[src/rtl/gpio_irq_pkg.sv]
`timescale 1ns/1ps
package gpio_irq_pkg;
  localparam int DATA_W    = 16;
  localparam int ADDR_W    = 2;
  localparam int LINES     = 8;
  localparam int GRP_SIZE  = 4;
  localparam int GROUPS    = LINES / GRP_SIZE;
  localparam int SRC_N     = 7;

  localparam logic [ADDR_W-1:0] A_CTRL = 2'd0;
  localparam logic [ADDR_W-1:0] A_IEN  = 2'd1;
  localparam logic [ADDR_W-1:0] A_STAT = 2'd2;

  // control field positions
  localparam int B_HI_FALL = 8;   // shared polarity, high group
  localparam int B_DIR0    = 10;  // direction, group 0 (group g at B_DIR0+g)
  localparam int B_LO_FALL = 12;  // per-line polarity, low group
  localparam int B_PIN_EVT = 8;   // first status bit of pin events

  // bit 9 is not implemented; bits 7:0 on read come from pins
  localparam logic [DATA_W-1:0] CTRL_RD_MASK = 16'hFD00;
endpackage

[src/rtl/gpio_in_sync.sv]
`timescale 1ns/1ps
module gpio_in_sync #(
  parameter int W      = 8,
  parameter int STAGES = 2
) (
  input  logic         clk,
  input  logic         rst_n,
  input  logic [W-1:0] d,
  output logic [W-1:0] q
);
  logic [W-1:0] stg [STAGES];

  always_ff @(posedge clk) begin
    if (!rst_n) begin
      for (int s = 0; s < STAGES; s++) stg[s] <= '0;
    end else begin
      stg[0] <= d;
      for (int s = 1; s < STAGES; s++) stg[s] <= stg[s-1];
    end
  end

  assign q = stg[STAGES-1];
endmodule

[src/rtl/gpio_edge_det.sv]
`timescale 1ns/1ps
module gpio_edge_det #(
  parameter int W = 8
) (
  input  logic         clk,
  input  logic         rst_n,
  input  logic [W-1:0] lvl,      // synchronised levels
  input  logic [W-1:0] fall_sel, // 1 = falling, 0 = rising
  input  logic [W-1:0] in_en,    // line is an input
  output logic [W-1:0] evt
);
  logic [W-1:0] prev_q;

  always_ff @(posedge clk) begin
    if (!rst_n) prev_q <= '0;
    else        prev_q <= lvl;
  end

  for (genvar i = 0; i < W; i++) begin : g_line
    logic rise, fall;
    assign rise   = lvl[i] & ~prev_q[i];
    assign fall   = ~lvl[i] & prev_q[i];
    assign evt[i] = in_en[i] & (fall_sel[i] ? fall : rise);
  end
endmodule

[src/rtl/gpio_irq_status.sv]
`timescale 1ns/1ps
module gpio_irq_status #(
  parameter int W = 16
) (
  input  logic         clk,
  input  logic         rst_n,
  input  logic [W-1:0] set_i,
  input  logic [W-1:0] clr_i,
  output logic [W-1:0] stat_q
);
  // a new event takes priority over a clear in the same cycle
  always_ff @(posedge clk) begin
    if (!rst_n) stat_q <= '0;
    else        stat_q <= (stat_q & ~clr_i) | set_i;
  end
endmodule

[src/rtl/grouped_gpio_irq.sv]
`timescale 1ns/1ps
module grouped_gpio_irq
  import gpio_irq_pkg::*;
#(
  parameter int SYNC_STAGES = 2
) (
  input  logic              clk,
  input  logic              rst_n,
  input  logic              reg_wr,
  input  logic [ADDR_W-1:0] reg_addr,
  input  logic [DATA_W-1:0] reg_wdata,
  output logic [DATA_W-1:0] reg_rdata,
  input  logic [LINES-1:0]  pin_in,
  output logic [LINES-1:0]  pin_out,
  output logic [LINES-1:0]  pin_oe,
  input  logic [SRC_N-1:0]  src_req,
  output logic              irq_out
);
  logic [DATA_W-1:0] ctrl_q, ien_q, status_q, set_vec, clr_vec;
  logic [LINES-1:0]  lvl_sync, fall_sel, pin_evt;
  logic              wr_ctrl, wr_ien, wr_stat;

  assign wr_ctrl = reg_wr && (reg_addr == A_CTRL);
  assign wr_ien  = reg_wr && (reg_addr == A_IEN);
  assign wr_stat = reg_wr && (reg_addr == A_STAT);

  always_ff @(posedge clk) begin
    if (!rst_n) begin
      ctrl_q <= '0;
      ien_q  <= '0;
    end else begin
      if (wr_ctrl) ctrl_q <= reg_wdata;
      if (wr_ien)  ien_q  <= reg_wdata;
    end
  end

  assign pin_out = ctrl_q[LINES-1:0];

  for (genvar g = 0; g < GROUPS; g++) begin : g_dir
    assign pin_oe[g*GRP_SIZE +: GRP_SIZE] = {GRP_SIZE{ctrl_q[B_DIR0+g]}};
  end

  for (genvar i = 0; i < LINES; i++) begin : g_pol
    if (i < GRP_SIZE) begin : g_own
      assign fall_sel[i] = ctrl_q[B_LO_FALL+i];
    end else begin : g_shared
      assign fall_sel[i] = ctrl_q[B_HI_FALL];
    end
  end

  gpio_in_sync #(.W(LINES), .STAGES(SYNC_STAGES)) i_sync (
    .clk(clk), .rst_n(rst_n), .d(pin_in), .q(lvl_sync)
  );

  gpio_edge_det #(.W(LINES)) i_edge (
    .clk(clk), .rst_n(rst_n), .lvl(lvl_sync),
    .fall_sel(fall_sel), .in_en(~pin_oe), .evt(pin_evt)
  );

  assign set_vec = {pin_evt, 1'b0, src_req};
  assign clr_vec = wr_stat ? reg_wdata : '0;

  gpio_irq_status #(.W(DATA_W)) i_stat (
    .clk(clk), .rst_n(rst_n), .set_i(set_vec), .clr_i(clr_vec),
    .stat_q(status_q)
  );

  assign irq_out = |(status_q & ien_q);

  always_comb begin
    case (reg_addr)
      A_CTRL:  reg_rdata = (ctrl_q & CTRL_RD_MASK) | {{(DATA_W-LINES){1'b0}}, lvl_sync};
      A_IEN:   reg_rdata = ien_q;
      A_STAT:  reg_rdata = status_q;
      default: reg_rdata = '0;
    endcase
  end
endmodule

[config.mk]
export PLATFORM = sky130hd
export DESIGN_NAME = grouped_gpio_irq
export DESIGN_NICKNAME = d
export VERILOG_FILES = /design/src/rtl/gpio_irq_pkg.sv /design/src/rtl/gpio_in_sync.sv /design/src/rtl/gpio_edge_det.sv /design/src/rtl/gpio_irq_status.sv /design/src/rtl/grouped_gpio_irq.sv
export SDC_FILE = /design/constraint.sdc
export NUM_CORES = 1
export LEC_CHECK = 0
export ABC_AREA = 1
export BUFFER_PORTS_ARGS = -buffer_cell sky130_fd_sc_hd__buf_2
export CORE_MARGIN = 2
export CORE_UTILIZATION = 40
export CTS_BUF_LIST = sky130_fd_sc_hd__clkbuf_16
export DETAILED_ROUTE_END_ITERATION = 7
export PLACE_DENSITY = 0.59
export SLEW_MARGIN = 40
export SYNTH_ARGS = -nofsm -noshare
export SYNTH_HDL_FRONTEND = slang
export SYNTH_SLANG_ARGS = --single-unit
[constraint.sdc]
create_clock -name clk -period 2.92 [get_ports clk]
set_clock_uncertainty 0.2 [all_clocks]
set_input_delay 0.146 -clock clk [delete_from_list [all_inputs] [get_ports clk]]
set_output_delay 0.146 -clock clk [all_outputs]
set_load 0.05 [all_outputs]
==> summary.txt <==
Outcome
  • Status: completed

Floorplan
  • Initial Utilization: 40.53%
  • Row count: 32
  • Chip width: 91.79 um
  • Die H: 91.79 um
  • Io pins: 69
  • Core ar.: 7607 um2
  • Die area: 8425 um2

Pwr
  • Leak pwr: 1.898 nW
  • Power per cell area: 601.9 nW/um2
  • Peak VDD IR: 0.0003808 V

Clock network
  • CTS clk-pin slew, worst paths: 0.05 ns
  • Clock tree buffer depth: 2
  • CTS sink count: 71
  • Total CTS buffers: 9
  • CTS tree: yes
  • Clk Tree Root Cell: clkbuf_16
  • Post CTS Setup Buffer Count: 0
  • # H-tree levels: 3
  • Clock Latency Late Sink: 0.33 ns

Synthesis
  • Synth Area in XOR/XNOR: 0%
  • Net Count, Synth: 469
  • Synth Area in Simple Gates: 27.11%
  • Synthesized cell area: 3083 um2
  • Adder-Cell Fraction of Synth Area: 0%
  • Largest family of logic cells by synthesized area: simple AND/OR/NAND/NOR gates
  • Netlist cell types: 20
  • Compound-Gate Fraction of Synth Area: 12.54%
  • Seq cells post-synth: 71
  • Yosys warns: 0
  • Mapped Cells: 433
  • Mean Syn Cell Area: 7.120 um2
  • Post-synthesis mux area share: 0%
  • Sequential area share after synthesis: 46.10%

Detailed routing
  • Top layer in use: met4
  • Routed met3 length: 541 um
  • Metal2 WL: 3.790 mm
  • Metal-1 WL: 3.832 mm
  • Drt drc: 0
  • Drt via density: 4.664
  • Vias: 2901
  • Initial drt markers: 182
  • Drt wl/cell: 13.40 um
  • TritonRoute pass-1 iters: 4
  • Overall routed net length: 8.336 mm
  • Antenna-violating nets left: 0

Setup path
  • Worst-path cell chain: buf_2 -> inv_4 -> nor2_2 -> buf_4 -> nand2_1 -> o211ai_1 -> buf_2
  • CP required: 2.57 ns
  • Largest stage delay, worst path: 0.32 ns
  • Max FO, Critical Path: 17
  • Crit end category: primary output
  • Worst setup SP type: primary input
  • CP dominant cell by count: buf_2
  • R2R depth: 3
  • Critical Setup Path Class: in -> out
  • Slowest CP cell: buf_2
  • Crit path arrival time: 1.58 ns

Global route
  • Number of global-route vias before repair: 2727
  • Largest net degree at the start of global routing: 39
  • First-pass GRT wire length: 13.66 mm
  • Global route overflow: 0
  • Initial antenna violation count: 0
  • GR Util All Layers: 20.79%

Timing
  • Tcrit/Tclk final: 66.07%
  • Setup_tns: 0 ns
  • Slew headroom: 55.06%
  • Worst hold slack: 0.1053 ns
  • Slew @ Worst Pin: 0.6740 ns
  • FMAX: 518.3 MHz
  • RSZ-0062 raised after global routing: false
  • Final hold violation count: 0
  • Final setup fails: 0
  • Min Tclk post-route: 1.929 ns
  • Max Slew Vio Count: 0

Layout
  • Nets: 551
  • Core Util, Final: 52.09%
  • Share of cells above drive strength 1: 17.12%
  • Area Overhead vs Synth: 28.53%
  • Fill count: 767
  • Antenna cells: 0

Worst hold path
  • Hold Crit Depth: 4
  • Hold WC Path Type: in -> reg

Placed design
  • Port Buffers: 68
  • Placer Congestion: 0.8403
  • DP HPWL: 5.511 mm

Run
  • Max Cap Viol: 0
-- state kept, by name (all words and copies together) (netlist names) --
register and count:
i_edge.prev_q 8, i_stat.stat_q 16, ien_q 16, i_sync.stg 16
ctrl_q 15
-- repair_timing --
item	4_1_cts	5_1_grt
gates resized for setup	0	0
hold buffers	35	0
endpoints found under the hold margin	54	0
setup endpoints to repair	0	0
-- placed cells by master (no fill, tap or decap), types with 9 or more instances in the layout --
cell / Yosys / final
inv_1: 54 / 54
nand4_1: 19 / 19
clkbuf_16: 0 / 9
nand2_1: 112 / 112
nand3_1: 10 / 10
nor2_1: 58 / 58
o211ai_1: 15 / 15
dfxtp_1: 71 / 71
o21ai_0: 30 / 30
dlygate4sd3_1: 0 / 35
buf_2: 10 / 68
a21oi_1: 22 / 22
-- metrics by stage --
stage	cells	power, W	worst slack, ns	instance area, um2
after floorplan	433	0.001315	1.134	3083
after global placement	571	0.001393	1.050	3347
after detailed placement	571	0.001397	1.006	3347
after CTS	622	0.002403	1.012	3963
after global routing	622	0.002482	0.8950	3963
final	622	0.002385	0.9906	3963
-- cell type report --
cell class / count / area, um2 / area share, %
clock buffer: 9 / 225.2 / 5.684
clock inverter: 7 / 40.04 / 1.010
inverter: 56 / 212.7 / 5.368
multi-input combinational: 271 / 1222 / 30.85
sequential: 71 / 1421 / 35.87
tap: 102 / 127.6 / 3.221
timing repair buffer: 106 / 713.2 / 18.00
-- cell usage after synthesis --
master    count  area, um2
dfxtp_1      71       1421
inv_2         1      3.750
a21oi_1      22      110.1
nand3_1      10      50.05
nand2_1     112      420.4
o21ai_0      30      150.1
buf_2        10      50.05
o211ai_1     15      112.6
nor2_1       58      217.7
nor2_4        1      11.26
o21ai_1       1      5.000
nand4_1      19      118.9
buf_6         2      22.52
nand2_4       1      11.26
inv_1        54      202.7
nor2_2        1      6.260
a22o_1        1      8.760
clkbuf_1      5      18.77
buf_4        18      135.1
inv_4         1      6.260
-- kinds of logic after synthesis --
logic type / Yosys count
flops: 71
simple gates: 202
compound gates: 69
buf+inv: 91
-- worst max-delay path, delay by kind of cell --
kind	cells	cell delay [ns]
compound gates	1	0.10
buf+inv	4	0.95
simple gates	2	0.38
-- path summary, 6_finish.rpt --
check | from | to | slack, ns
worst min-delay path | reg_wr | i_stat.stat_q[7] | 0.11
worst min register to register | i_sync.stg[0][4] | i_sync.stg[0][12] | 0.21
worst max register to register | i_stat.stat_q[0] | i_stat.stat_q[0] | 1.48
worst max-delay path | reg_addr[1] | reg_rdata[5] | 0.99
-- metal layers --
layer	track usage, %	vias up
met5	0	-
met3	4.684	10
li1	-	1521
met4	8.209	0
met1	28.55	1280
met2	31.74	90
-- power breakdown --
part / internal (W) / switching [W]
combinational: 0.000119 / 0.000240
clock: 0.000565 / 0.000405
sequential: 0.00102 / 0.0000331
total: 0.00171 / 0.000679
Note: power is estimated with default switching activity, not from simulation.
